[src/rtl/opspec_pkg.sv]
package opspec_pkg;

    localparam int XLEN       = 32;
    localparam int REG_W      = 4;
    localparam int WIN_BYTES  = 6;
    localparam int WIN_W      = WIN_BYTES * 8;
    localparam int LEN_W      = 4;
    localparam int SZ_W       = 2;
    localparam logic [REG_W-1:0] PC_REG = '1;

    typedef enum logic [2:0] {
        K_REG   = 3'd0,
        K_LIT   = 3'd1,
        K_IMM   = 3'd2,
        K_MEM   = 3'd3,
        K_FAULT = 3'd4
    } kind_e;

    typedef enum logic [1:0] {
        WB_NONE   = 2'd0,
        WB_INC_SZ = 2'd1,
        WB_INC_4  = 2'd2,
        WB_DEC_SZ = 2'd3
    } wb_e;

    typedef enum logic [2:0] {
        ST_IDLE  = 3'd0,
        ST_RBASE = 3'd1,
        ST_RIDX  = 3'd2,
        ST_MREQ  = 3'd3,
        ST_FIN   = 3'd4
    } st_e;

    typedef struct packed {
        kind_e             kind;
        logic              has_idx;
        logic [REG_W-1:0]  xr;
        logic [3:0]        mode;
        logic [REG_W-1:0]  rn;
        logic [XLEN-1:0]   val;
        logic [LEN_W-1:0]  len;
        logic              need_base;
        logic              pc_base;
        logic              deferred;
        wb_e               wb;
    } spec_t;

    // bytes of trailing data carried by a base specifier
    function automatic logic [2:0] tail_bytes(input logic [3:0] m, input logic [REG_W-1:0] r);
        case (m)
            4'hA, 4'hB: tail_bytes = 3'd1;
            4'hC, 4'hD: tail_bytes = 3'd2;
            4'hE, 4'hF: tail_bytes = 3'd4;
            4'h8, 4'h9: tail_bytes = (r == PC_REG) ? 3'd4 : 3'd0;
            default:    tail_bytes = 3'd0;
        endcase
    endfunction

    function automatic logic [XLEN-1:0] widen(input logic [31:0] raw, input logic [2:0] n);
        case (n)
            3'd1:    widen = {{24{raw[7]}}, raw[7:0]};
            3'd2:    widen = {{16{raw[15]}}, raw[15:0]};
            default: widen = raw;
        endcase
    endfunction

endpackage

[src/rtl/opspec_parse.sv]
module opspec_parse
    import opspec_pkg::*;
(
    input  logic [WIN_W-1:0] win,
    output spec_t            spec
);
    logic [7:0]       lead;
    logic [7:0]       bsel;
    logic             idx;
    logic [3:0]       m;
    logic [REG_W-1:0] r;
    logic [2:0]       nt;
    logic [31:0]      raw;
    logic             bad;

    always_comb begin
        lead = win[7:0];
        idx  = (lead[7:4] == 4'h4);
        bsel = idx ? win[15:8] : lead;
        m    = bsel[7:4];
        r    = bsel[3:0];
        raw  = idx ? win[16 +: 32] : win[8 +: 32];
        nt   = tail_bytes(m, r);

        bad = 1'b0;
        if (idx && ((m <= 4'h5) || (bsel == 8'h8F) || (lead[3:0] == PC_REG)))
            bad = 1'b1;
        if (((m == 4'h5) || (m == 4'h6) || (m == 4'h7)) && (r == PC_REG))
            bad = 1'b1;

        spec = '0;
        spec.has_idx = idx;
        spec.xr      = lead[3:0];
        spec.mode    = m;
        spec.rn      = r;

        if (bad) begin
            spec.kind = K_FAULT;
        end else if (m < 4'h4) begin
            spec.kind = K_LIT;
            spec.val  = {{(XLEN-6){1'b0}}, bsel[5:0]};
        end else if (m == 4'h5) begin
            spec.kind = K_REG;
            spec.val  = {{(XLEN-REG_W){1'b0}}, r};
        end else if ((m == 4'h8) && (r == PC_REG)) begin
            spec.kind = K_IMM;
            spec.val  = raw;
        end else begin
            spec.kind = K_MEM;
            spec.val  = widen(raw, nt);
        end

        if (!bad)
            spec.len = LEN_W'(idx) + LEN_W'(1) + LEN_W'(nt);

        if (spec.kind == K_MEM) begin
            spec.need_base = (r != PC_REG);
            spec.pc_base   = (r == PC_REG) && (m >= 4'hA);
            spec.deferred  = ((m == 4'h9) && (r != PC_REG)) ||
                             (m == 4'hB) || (m == 4'hD) || (m == 4'hF);
            if (r != PC_REG) begin
                case (m)
                    4'h7:    spec.wb = WB_DEC_SZ;
                    4'h8:    spec.wb = WB_INC_SZ;
                    4'h9:    spec.wb = WB_INC_4;
                    default: spec.wb = WB_NONE;
                endcase
            end
        end
    end
endmodule

[src/rtl/opspec_agen.sv]
module opspec_agen
    import opspec_pkg::*;
(
    input  kind_e             kind,
    input  logic [3:0]        mode,
    input  logic [REG_W-1:0]  rn,
    input  logic [XLEN-1:0]   sval,
    input  logic [LEN_W-1:0]  len,
    input  logic              has_idx,
    input  logic              pc_base,
    input  logic              deferred,
    input  wb_e               wb,
    input  logic [SZ_W-1:0]   sz,
    input  logic [XLEN-1:0]   pc,
    input  logic [XLEN-1:0]   breg,
    input  logic [XLEN-1:0]   xval,
    input  logic [XLEN-1:0]   mptr,
    output logic [XLEN-1:0]   pre_addr,
    output logic [XLEN-1:0]   result,
    output logic [XLEN-1:0]   wb_val
);
    logic [XLEN-1:0] step;
    logic [XLEN-1:0] base;
    logic [XLEN-1:0] eff;

    always_comb begin
        step = XLEN'(1) << sz;
        base = pc_base ? (pc + XLEN'(len)) : breg;

        case (mode)
            4'h6:       pre_addr = base;
            4'h7:       pre_addr = breg - step;
            4'h8, 4'h9: pre_addr = (rn == PC_REG) ? sval : breg;
            default:    pre_addr = base + sval;
        endcase

        eff = (deferred ? mptr : pre_addr) + (has_idx ? (xval << sz) : '0);

        case (kind)
            K_MEM:   result = eff;
            K_FAULT: result = '0;
            default: result = sval;
        endcase

        case (wb)
            WB_INC_SZ: wb_val = breg + step;
            WB_INC_4:  wb_val = breg + XLEN'(4);
            WB_DEC_SZ: wb_val = breg - step;
            default:   wb_val = '0;
        endcase
    end
endmodule

[src/rtl/opspec_decoder.sv]
module opspec_decoder
    import opspec_pkg::*;
(
    input  logic                 clk,
    input  logic                 rst,
    input  logic                 start,
    input  logic [WIN_W-1:0]     spec_win,
    input  logic [SZ_W-1:0]      op_size,
    input  logic [XLEN-1:0]      pc_in,
    output logic [REG_W-1:0]     rf_addr,
    input  logic [XLEN-1:0]      rf_data,
    output logic                 mem_req,
    output logic [XLEN-1:0]      mem_addr,
    input  logic                 mem_ack,
    input  logic [XLEN-1:0]      mem_data,
    output logic                 done,
    output logic [2:0]           kind,
    output logic [XLEN-1:0]      value,
    output logic [LEN_W-1:0]     length,
    output logic                 wb_valid,
    output logic [REG_W-1:0]     wb_reg,
    output logic [XLEN-1:0]      wb_data
);
    spec_t            parsed;
    spec_t            sp;
    st_e              st;
    logic [XLEN-1:0]  pc_q;
    logic [SZ_W-1:0]  sz_q;
    logic [XLEN-1:0]  breg_q;
    logic [XLEN-1:0]  xreg_q;
    logic [XLEN-1:0]  mptr_q;
    logic [XLEN-1:0]  pre_addr;
    logic [XLEN-1:0]  result;
    logic [XLEN-1:0]  wb_val;

    opspec_parse u_parse (
        .win  (spec_win),
        .spec (parsed)
    );

    opspec_agen u_agen (
        .kind     (sp.kind),
        .mode     (sp.mode),
        .rn       (sp.rn),
        .sval     (sp.val),
        .len      (sp.len),
        .has_idx  (sp.has_idx),
        .pc_base  (sp.pc_base),
        .deferred (sp.deferred),
        .wb       (sp.wb),
        .sz       (sz_q),
        .pc       (pc_q),
        .breg     (breg_q),
        .xval     (xreg_q),
        .mptr     (mptr_q),
        .pre_addr (pre_addr),
        .result   (result),
        .wb_val   (wb_val)
    );

    function automatic st_e after_regs(input spec_t s, input logic base_done, input logic idx_done);
        if (s.kind != K_MEM)                   after_regs = ST_FIN;
        else if (s.need_base && !base_done)    after_regs = ST_RBASE;
        else if (s.has_idx && !idx_done)       after_regs = ST_RIDX;
        else if (s.deferred)                   after_regs = ST_MREQ;
        else                                   after_regs = ST_FIN;
    endfunction

    always_ff @(posedge clk) begin
        if (rst) begin
            st     <= ST_IDLE;
            sp     <= '0;
            pc_q   <= '0;
            sz_q   <= '0;
            breg_q <= '0;
            xreg_q <= '0;
            mptr_q <= '0;
        end else begin
            case (st)
                ST_IDLE: if (start) begin
                    sp   <= parsed;
                    pc_q <= pc_in;
                    sz_q <= op_size;
                    st   <= after_regs(parsed, 1'b0, 1'b0);
                end
                ST_RBASE: begin
                    breg_q <= rf_data;
                    st     <= after_regs(sp, 1'b1, 1'b0);
                end
                ST_RIDX: begin
                    xreg_q <= rf_data;
                    st     <= after_regs(sp, 1'b1, 1'b1);
                end
                ST_MREQ: if (mem_ack) begin
                    mptr_q <= mem_data;
                    st     <= ST_FIN;
                end
                default: st <= ST_IDLE;
            endcase
        end
    end

    assign rf_addr  = (st == ST_RIDX) ? sp.xr : sp.rn;
    assign mem_req  = (st == ST_MREQ);
    assign mem_addr = pre_addr;
    assign done     = (st == ST_FIN);
    assign kind     = sp.kind;
    assign value    = result;
    assign length   = sp.len;
    assign wb_valid = done && (sp.wb != WB_NONE);
    assign wb_reg   = sp.rn;
    assign wb_data  = wb_val;


    done_pulse_chk: assert property (@(posedge clk) disable iff (rst)
        done |=> !done);


    mem_hold_chk: assert property (@(posedge clk) disable iff (rst)
        (mem_req && !mem_ack) |=> (mem_req && $stable(mem_addr)));


    wb_not_pc_chk: assert property (@(posedge clk) disable iff (rst)
        wb_valid |-> (wb_reg != PC_REG));


    fault_quiet_chk: assert property (@(posedge clk) disable iff (rst)
        (done && (kind == 3'd4)) |-> (!wb_valid && (length == '0)));


    lit_len_chk: assert property (@(posedge clk) disable iff (rst)
        (done && (kind == 3'd1)) |-> (length == LEN_W'(1) && !wb_valid));


    wb_with_done_chk: assert property (@(posedge clk) disable iff (rst)
        wb_valid |-> done);


    reset_quiet_chk: assert property (@(posedge clk)
        $past(rst) |-> (!done && !mem_req && !wb_valid));
endmodule

[config.mk]
export PLATFORM = sky130hd
export DESIGN_NAME = opspec_decoder
export DESIGN_NICKNAME = d
export VERILOG_FILES = /design/src/rtl/opspec_pkg.sv /design/src/rtl/opspec_parse.sv /design/src/rtl/opspec_agen.sv /design/src/rtl/opspec_decoder.sv
export SDC_FILE = /design/constraint.sdc
export NUM_CORES = 1
export LEC_CHECK = 0
export ABC_AREA = 1
export ABC_CLOCK_PERIOD_IN_PS = 6150
export BUFFER_PORTS_ARGS = -buffer_cell sky130_fd_sc_hd__buf_2
export CAP_MARGIN = 20
export CORE_ASPECT_RATIO = 0.75
export CORE_MARGIN = 4
export CORE_UTILIZATION = 59
export DETAILED_ROUTE_END_ITERATION = 10
export MAX_ROUTING_LAYER = met4
export PLACE_DENSITY = 0.93
export SLEW_MARGIN = 15
export SYNTH_ARGS = -nofsm -noshare
export SYNTH_HDL_FRONTEND = slang
export SYNTH_SLANG_ARGS = --single-unit
[constraint.sdc]
create_clock -name clk -period 6.15 [get_ports clk]
set_clock_uncertainty 0.15 [all_clocks]
set_input_delay 0.615 -clock clk [delete_from_list [all_inputs] [get_ports clk]]
set_output_delay 0.615 -clock clk [all_outputs]
set_load 0.01 [all_outputs]
==> load_flow_metrics.sql, run 1 <==
INSERT INTO impl_metrics (metric_group, metric, value, unit) VALUES
('place', 'post-dp-hpwl', '56400', 'µm'),
('status', 'run_status', 'stopped before the end', ''),
('place', 'placement.io_buffers', '263', ''),
('global_route', 'gr-total-overflow', '3', ''),
('die', 'ioPinCount', '264', ''),
('cts', 'cts-htree-levels', '4', ''),
('cts', 'clock_sink_count', '189', ''),
('synth', 'yosys-top-cells-count', '633 x nand2_1, 367 x o21ai_0, 345 x a21oi_1, 315 x inv_1, 247 x nor2_1', ''),
('synth', 'synthDistinctLibCells', '60', ''),
('synth', 'synth.avg_cell_area', '6.00', 'µm²'),
('place', 'total_cell_area_at_the_placement_stage', '0.0189', 'mm²'),
('synth', 'mappedNetlistNets', '3075', ''),
('die', 'floorplan.rows', '53', ''),
('synth', 'asyncSetResetFlopFracSynth', '0', '%'),
('die', 'initial_core_utilization', '60.3', '%'),
('synth', 'synth_top_cell_by_area', 'dfxtp_1', ''),
('synth', 'netlist_instances', '2841', ''),
('synth', 'ys.flop_type', 'dfxtp_1', ''),
('global_route', 'grtUsageTotal', '67.9', '%'),
('synth', 'netlist.area_leader.share', '22.2', '%'),
('die', 'die_width', '204', 'µm'),
('synth', 'synth_edf_count', '0', ''),
('synth', 'synth.yosys.seq_area_share', '22.2', '%'),
('synth', 'synth-seq-cells', '189', ''),
('synth', 'synthTopCellsByArea', 'dfxtp_1 22%, nand2_1 14%, o21ai_0 11%', ''),
('status', 'flow.first_error', '[ERROR GRT-0232] Routing congestion too high. Check the congestion heatmap in the GUI.', ''),
('synth', 'syn_area', '0.0170', 'mm²'),
('die', 'chipHeight', '155', 'µm'),
('cts', 'cts_buffers', '17', ''),
('synth', 'synth_warnings', '0', ''),
('place', 'gpl.final_weighted_congestion', '1.40', ''),
('status', 'failing_step', 'global routing (5_1_grt)', ''),
('cts', 'clk_root_buffer_cell', 'clkbuf_16', ''),
('global_route', 'pin_count_of_the_biggest_net_entering_global_routing', '107', ''),
('cts', 'clock_tree.buffer_depth', '2', ''),
('synth', 'yosysMostFrequentCell', 'nand2_1', '');
==> logic make-up after synthesis <==
group / count (synthesis) / share of synthesized area [%]
AOI/OAI and AO/OA: 879 / 28.5
xor gates and xnor gates: 82 / 4.22
DFF: 189 / 22.2
buffers and inverters: 479 / 11.0
and+or+nand+nor: 1127 / 27.6
adders and majority gates: 84 / 6.43
muxes: 1 / 0.0587
==> timing repair <==
item,in CTS
hold buffers,0
setup buffers,44
pin swaps,61
resized for setup,165
endpoints found under the setup margin,20
==> routing by layer <==
metal,global-route usage (%),overflow
met3,61.5,0
met1,68.2,0
met2,77.1,2
met5,-,-
met4,58.8,1
==> through the flow <==
step	hold slack, ns	cells	util (%)	setup TNS, ns	worst slack (ns)
after floorplan	0.275	2841	-	0	0.331
after CTS	0.248	3506	72.2	-3.50	-0.436
after global placement	0.286	3432	67.0	-1.14	-0.248
after detailed placement	0.289	3432	67.0	-3.29	-0.547
==> run 2, diff against run 1 <==
- CORE_ASPECT_RATIO: 0.75 -> not set
- CORE_UTILIZATION: 59 -> 40
- MAX_ROUTING_LAYER: met4 -> not set
- PLACE_DENSITY: 0.93 -> not set
- PLACE_DENSITY_LB_ADDON: not set -> 0.15
==> run 2 against run 1 <==
Effect of this change: the flow now finishes, with violations (negative setup slack); synthesized area is the same; synthesized cell count is the same.
==> load_flow_metrics.sql, run 2 <==
INSERT INTO impl_metrics (metric_group, metric, value, unit) VALUES
('layout', 'final.fill_count', '4395', ''),
('place', 'gpl.final_weighted_congestion', '1.06', ''),
('sta', 'max_slew.worst_pin.slew', '1.04', 'ns'),
('synth', 'yosysMostFrequentCell', 'nand2_1', ''),
('global_route', 'grtUsageMet1', '47.8', '%'),
('cts', 'cts_tree', 'done', ''),
('synth', 'netlist_instances', '2841', ''),
('cts', 'clk_root_buffer_cell', 'clkbuf_16', ''),
('critical_path', 'worstPathArrival', '5.99', 'ns'),
('sta', 'rsz0062_at_grt', 'yes', ''),
('critical_path', 'reg2reg_to', 'sp[24]', ''),
('global_route', 'pin_count_of_the_biggest_net_entering_global_routing', '104', ''),
('sta', 'max_clock_freq', '0.148', 'GHz'),
('synth', 'syn_area', '0.0170', 'mm²'),
('die', 'floorplan.rows', '75', ''),
('critical_path', 'regToRegStartpoint', 'st[2]', ''),
('power_and_ir_drop', 'power_leakage', '0.0103', 'µW'),
('place', 'total_cell_area_at_the_placement_stage', '0.0205', 'mm²'),
('sta', 'hold_violations', '0', ''),
('route', 'vias_per_cell', '5.61', ''),
('layout', 'area.sequential', '0.00379', 'mm²'),
('global_route', 'met3_usage', '6.66', '%'),
('layout', 'post_layout_inst_area', '0.0232', 'mm²'),
('global_route', 'vias_in_the_first_global_route', '20400', ''),
('global_route', 'grtUsageTotal', '34.8', '%'),
('global_route', 'grt_first_pass_wirelength', '123000', 'µm'),
('sta', 'tns', '-6.70', 'ns'),
('power_and_ir_drop', 'power_per_cell_area', '239', 'mW/mm²'),
('status', 'run_status', 'finished, violations left', ''),
('route', 'drt-pass1-iter-count', '6', ''),
('sta', 'finalCriticalPeriod', '6.75', 'ns'),
('global_route', 'gr-total-overflow', '0', ''),
('die', 'chipHeight', '214', 'µm'),
('global_route', 'grt_util_met2', '53.2', '%'),
('global_route', 'globalRoute.busiestLayer', 'met2', ''),
('critical_path', 'cp_data_required_time', '5.38', 'ns'),
('synth', 'synth.avg_cell_area', '6.00', 'µm²'),
('synth', 'asyncSetResetFlopFracSynth', '0', '%'),
('worst_hold_path', 'hold_path_class', 'input port to flop', ''),
('route', 'routed_wl', '83800', 'µm'),
('sta', 'whs', '0.199', 'ns'),
('critical_path', 'critPathCaptureType', 'output pin', ''),
('cts', 'clock_latency', '0.51', 'ns'),
('layout', 'largest_register_ffs', '45', ''),
('critical_path', 'critical-path-max-stage-delay', '0.36', 'ns'),
('synth', 'mappedNetlistNets', '3075', ''),
('cts', 'cts_buffers', '17', ''),
('worst_hold_path', 'min_path_cells', '3', ''),
('layout', 'commonest_cells_after_routing_fill_and_taps_aside', '580 x nand2_1, 335 x buf_4, 309 x o21ai_0, 299 x inv_1, 294 x a21oi_1', ''),
('sta', 'min_period_over_period', '110', '%'),
('synth', 'synth-seq-cells', '189', ''),
('critical_path', 'reg2regPathDepth', '8', ''),
('synth', 'synth.yosys.seq_area_share', '22.2', '%'),
('cts', 'clock_sink_count', '189', ''),
('power_and_ir_drop', 'power.ir.vdd_worst', '0.000177', 'V'),
('synth', 'synth_top_cell_by_area', 'dfxtp_1', ''),
('die', 'ioPinCount', '264', ''),
('worst_hold_path', 'min-delay-start', 'pc_in[3]', ''),
('synth', 'synthTopCellsByArea', 'dfxtp_1 22%, nand2_1 14%, o21ai_0 11%', ''),
('synth', 'synth_edf_count', '0', ''),
('cts', 'clock_slew_seen_by_the_registers_of_the_worst_setup_and_hold_paths', '0.08', 'ns'),
('synth', 'synthDistinctLibCells', '60', ''),
('sta', 'setup_viol', '19', ''),
('layout', 'regMostFlops', 'sp', ''),
('route', 'postRouteAntennaNets', '0', ''),
('layout', 'drive_above_1_share', '29.0', '%'),
('synth', 'yosys-top-cells-count', '633 x nand2_1, 367 x o21ai_0, 345 x a21oi_1, 315 x inv_1, 247 x nor2_1', ''),
('critical_path', 'critical_path.startpoint', 'length[0]', ''),
('route', 'dr_total_vias', '21700', ''),
('layout', 'multi_input_comb_area', '0.0129', 'mm²'),
('synth', 'synth_warnings', '0', ''),
('critical_path', 'critical_path.max_fanout', '4', ''),
('place', 'placement.io_buffers', '263', ''),
('layout', 'layout_commonest_cell', 'nand2_1', ''),
('layout', 'finalNetCount', '3554', ''),
('cts', 'cts-htree-levels', '4', ''),
('route', 'drt-initial-drc-count', '2243', ''),
('place', 'post-dp-hpwl', '67200', 'µm'),
('layout', 'num_antenna_cells', '0', ''),
('sta', 'slew_violations', '0', ''),
('job', 'cap_violations', '0', ''),
('synth', 'netlist.area_leader.share', '22.2', '%'),
('critical_path', 'critPathMostFrequentCell', 'nand2_1', ''),
('layout', 'post-route-util', '55.2', '%'),
('status', 'failed_checks', 'negative setup slack', ''),
('route', 'avgRoutedWirePerCell', '21.6', 'µm'),
('global_route', 'grt_antenna_before_repair', '0', ''),
('die', 'floorplan.core_area', '0.0420', 'mm²'),
('worst_hold_path', 'hold-path-endpoint', 'pc_q[3]', ''),
('route', 'detail_route.drc_violations', '0', ''),
('sta', 'relSlewSlack', '30.1', '%'),
('cts', 'clock_tree.buffer_depth', '2', ''),
('critical_path', 'worst_setup_path_start_kind', 'flop', ''),
('critical_path', 'setup.worst_path.class', 'flop to output pin', ''),
('die', 'initial_core_utilization', '40.5', '%'),
('critical_path', 'r2r_setup_slack', '2.97', 'ns'),
('synth', 'ys.flop_type', 'dfxtp_1', ''),
('die', 'die_area', '0.0460', 'mm²'),
('critical_path', 'worst_path_max_delay_cell', 'dfxtp_2', ''),
('sta', 'timing.final.ws_setup', '-0.602', 'ns'),
('layout', 'area_growth_syn_to_layout', '36.1', '%'),
('die', 'die_width', '214', 'µm');
## run 2: cell counts after synthesis
Identical to the previous run, type by type.
## run 2: logic make-up (layout without fill, tap and decap cells)
group | Yosys count | after routing | share of synthesized area (%)
muxes | 1 | 1 | 0.0587
AOI/OAI and AO/OA | 879 | 879 | 28.5
adders and majority gates | 84 | 84 | 6.43
buffers and inverters | 479 | 970 | 11.0
and+or+nand+nor | 1127 | 1127 | 27.6
DFF | 189 | 189 | 22.2
xor gates and xnor gates | 82 | 82 | 4.22
## run 2: per-stage QoR
step | instances | total power [µW] | worst slack [ns]
after floorplan | 2841 | 2710 | 0.331
after global placement | 3765 | 3870 | -0.551
after detailed placement | 3765 | 3890 | -0.637
after CTS | 3848 | 5290 | -0.558
after global routing | 3871 | 5820 | -0.838
final | 3871 | 5550 | -0.602
## run 2: what timing repair did
| action | 4_1_cts | 5_1_grt |
|---|---|---|
| hold buffers | 0 | 0 |
| pin swaps | 62 | 87 |
| resized for setup | 200 | 205 |
| buffers inserted | 53 | 23 |
| endpoints found under the setup margin | 22 | 25 |
## run 2: critical path, delay by kind of cell (launching register included)
kind | cells | cell delay [ns]
fa+ha+maj | 4 | 1.03
buf+inv | 9 | 0.85
flops | 1 | 0.36
compound gates | 9 | 1.29
simple gates | 17 | 1.95
## run 2: worst max-delay path by stage
| stage | slack [ns] | cells past startpoint | endpoint |
|---|---|---|---|
| after global routing | -0.84 | 40 | value[29] |
| after floorplan | 0.33 | 30 | value[30] |
| after global placement | -0.55 | 35 | value[29] |
| final | -0.60 | 39 | value[25] |
| after detailed placement | -0.64 | 35 | value[29] |
| after CTS | -0.56 | 40 | value[31] |
## run 2: metal layers
layer	up-vias	wire length, µm
met4	0	4060
met3	142	6810
li1	10500	-
met5	-	0
met1	10200	36900
met2	939	36000
## run 2: final cells by class
| class | count | share of cell area, % |
|---|---|---|
| clock buffers | 18 | 1.89 |
| clock inverters | 13 | 0.658 |
| inverters | 327 | 5.29 |
| multi-input cells | 2173 | 55.7 |
| flip-flops and latches | 189 | 16.3 |
| well taps | 539 | 2.91 |
| repair buffers | 612 | 17.2 |
## run 2: power by group
part | internal, µW | leakage, µW | switching (µW)
Clock | 584 | 0.000282 | 601
Sequential | 1320 | 0.00154 | 154
Combinational | 1160 | 0.00847 | 1740
(Power assumes the default switching activity.)
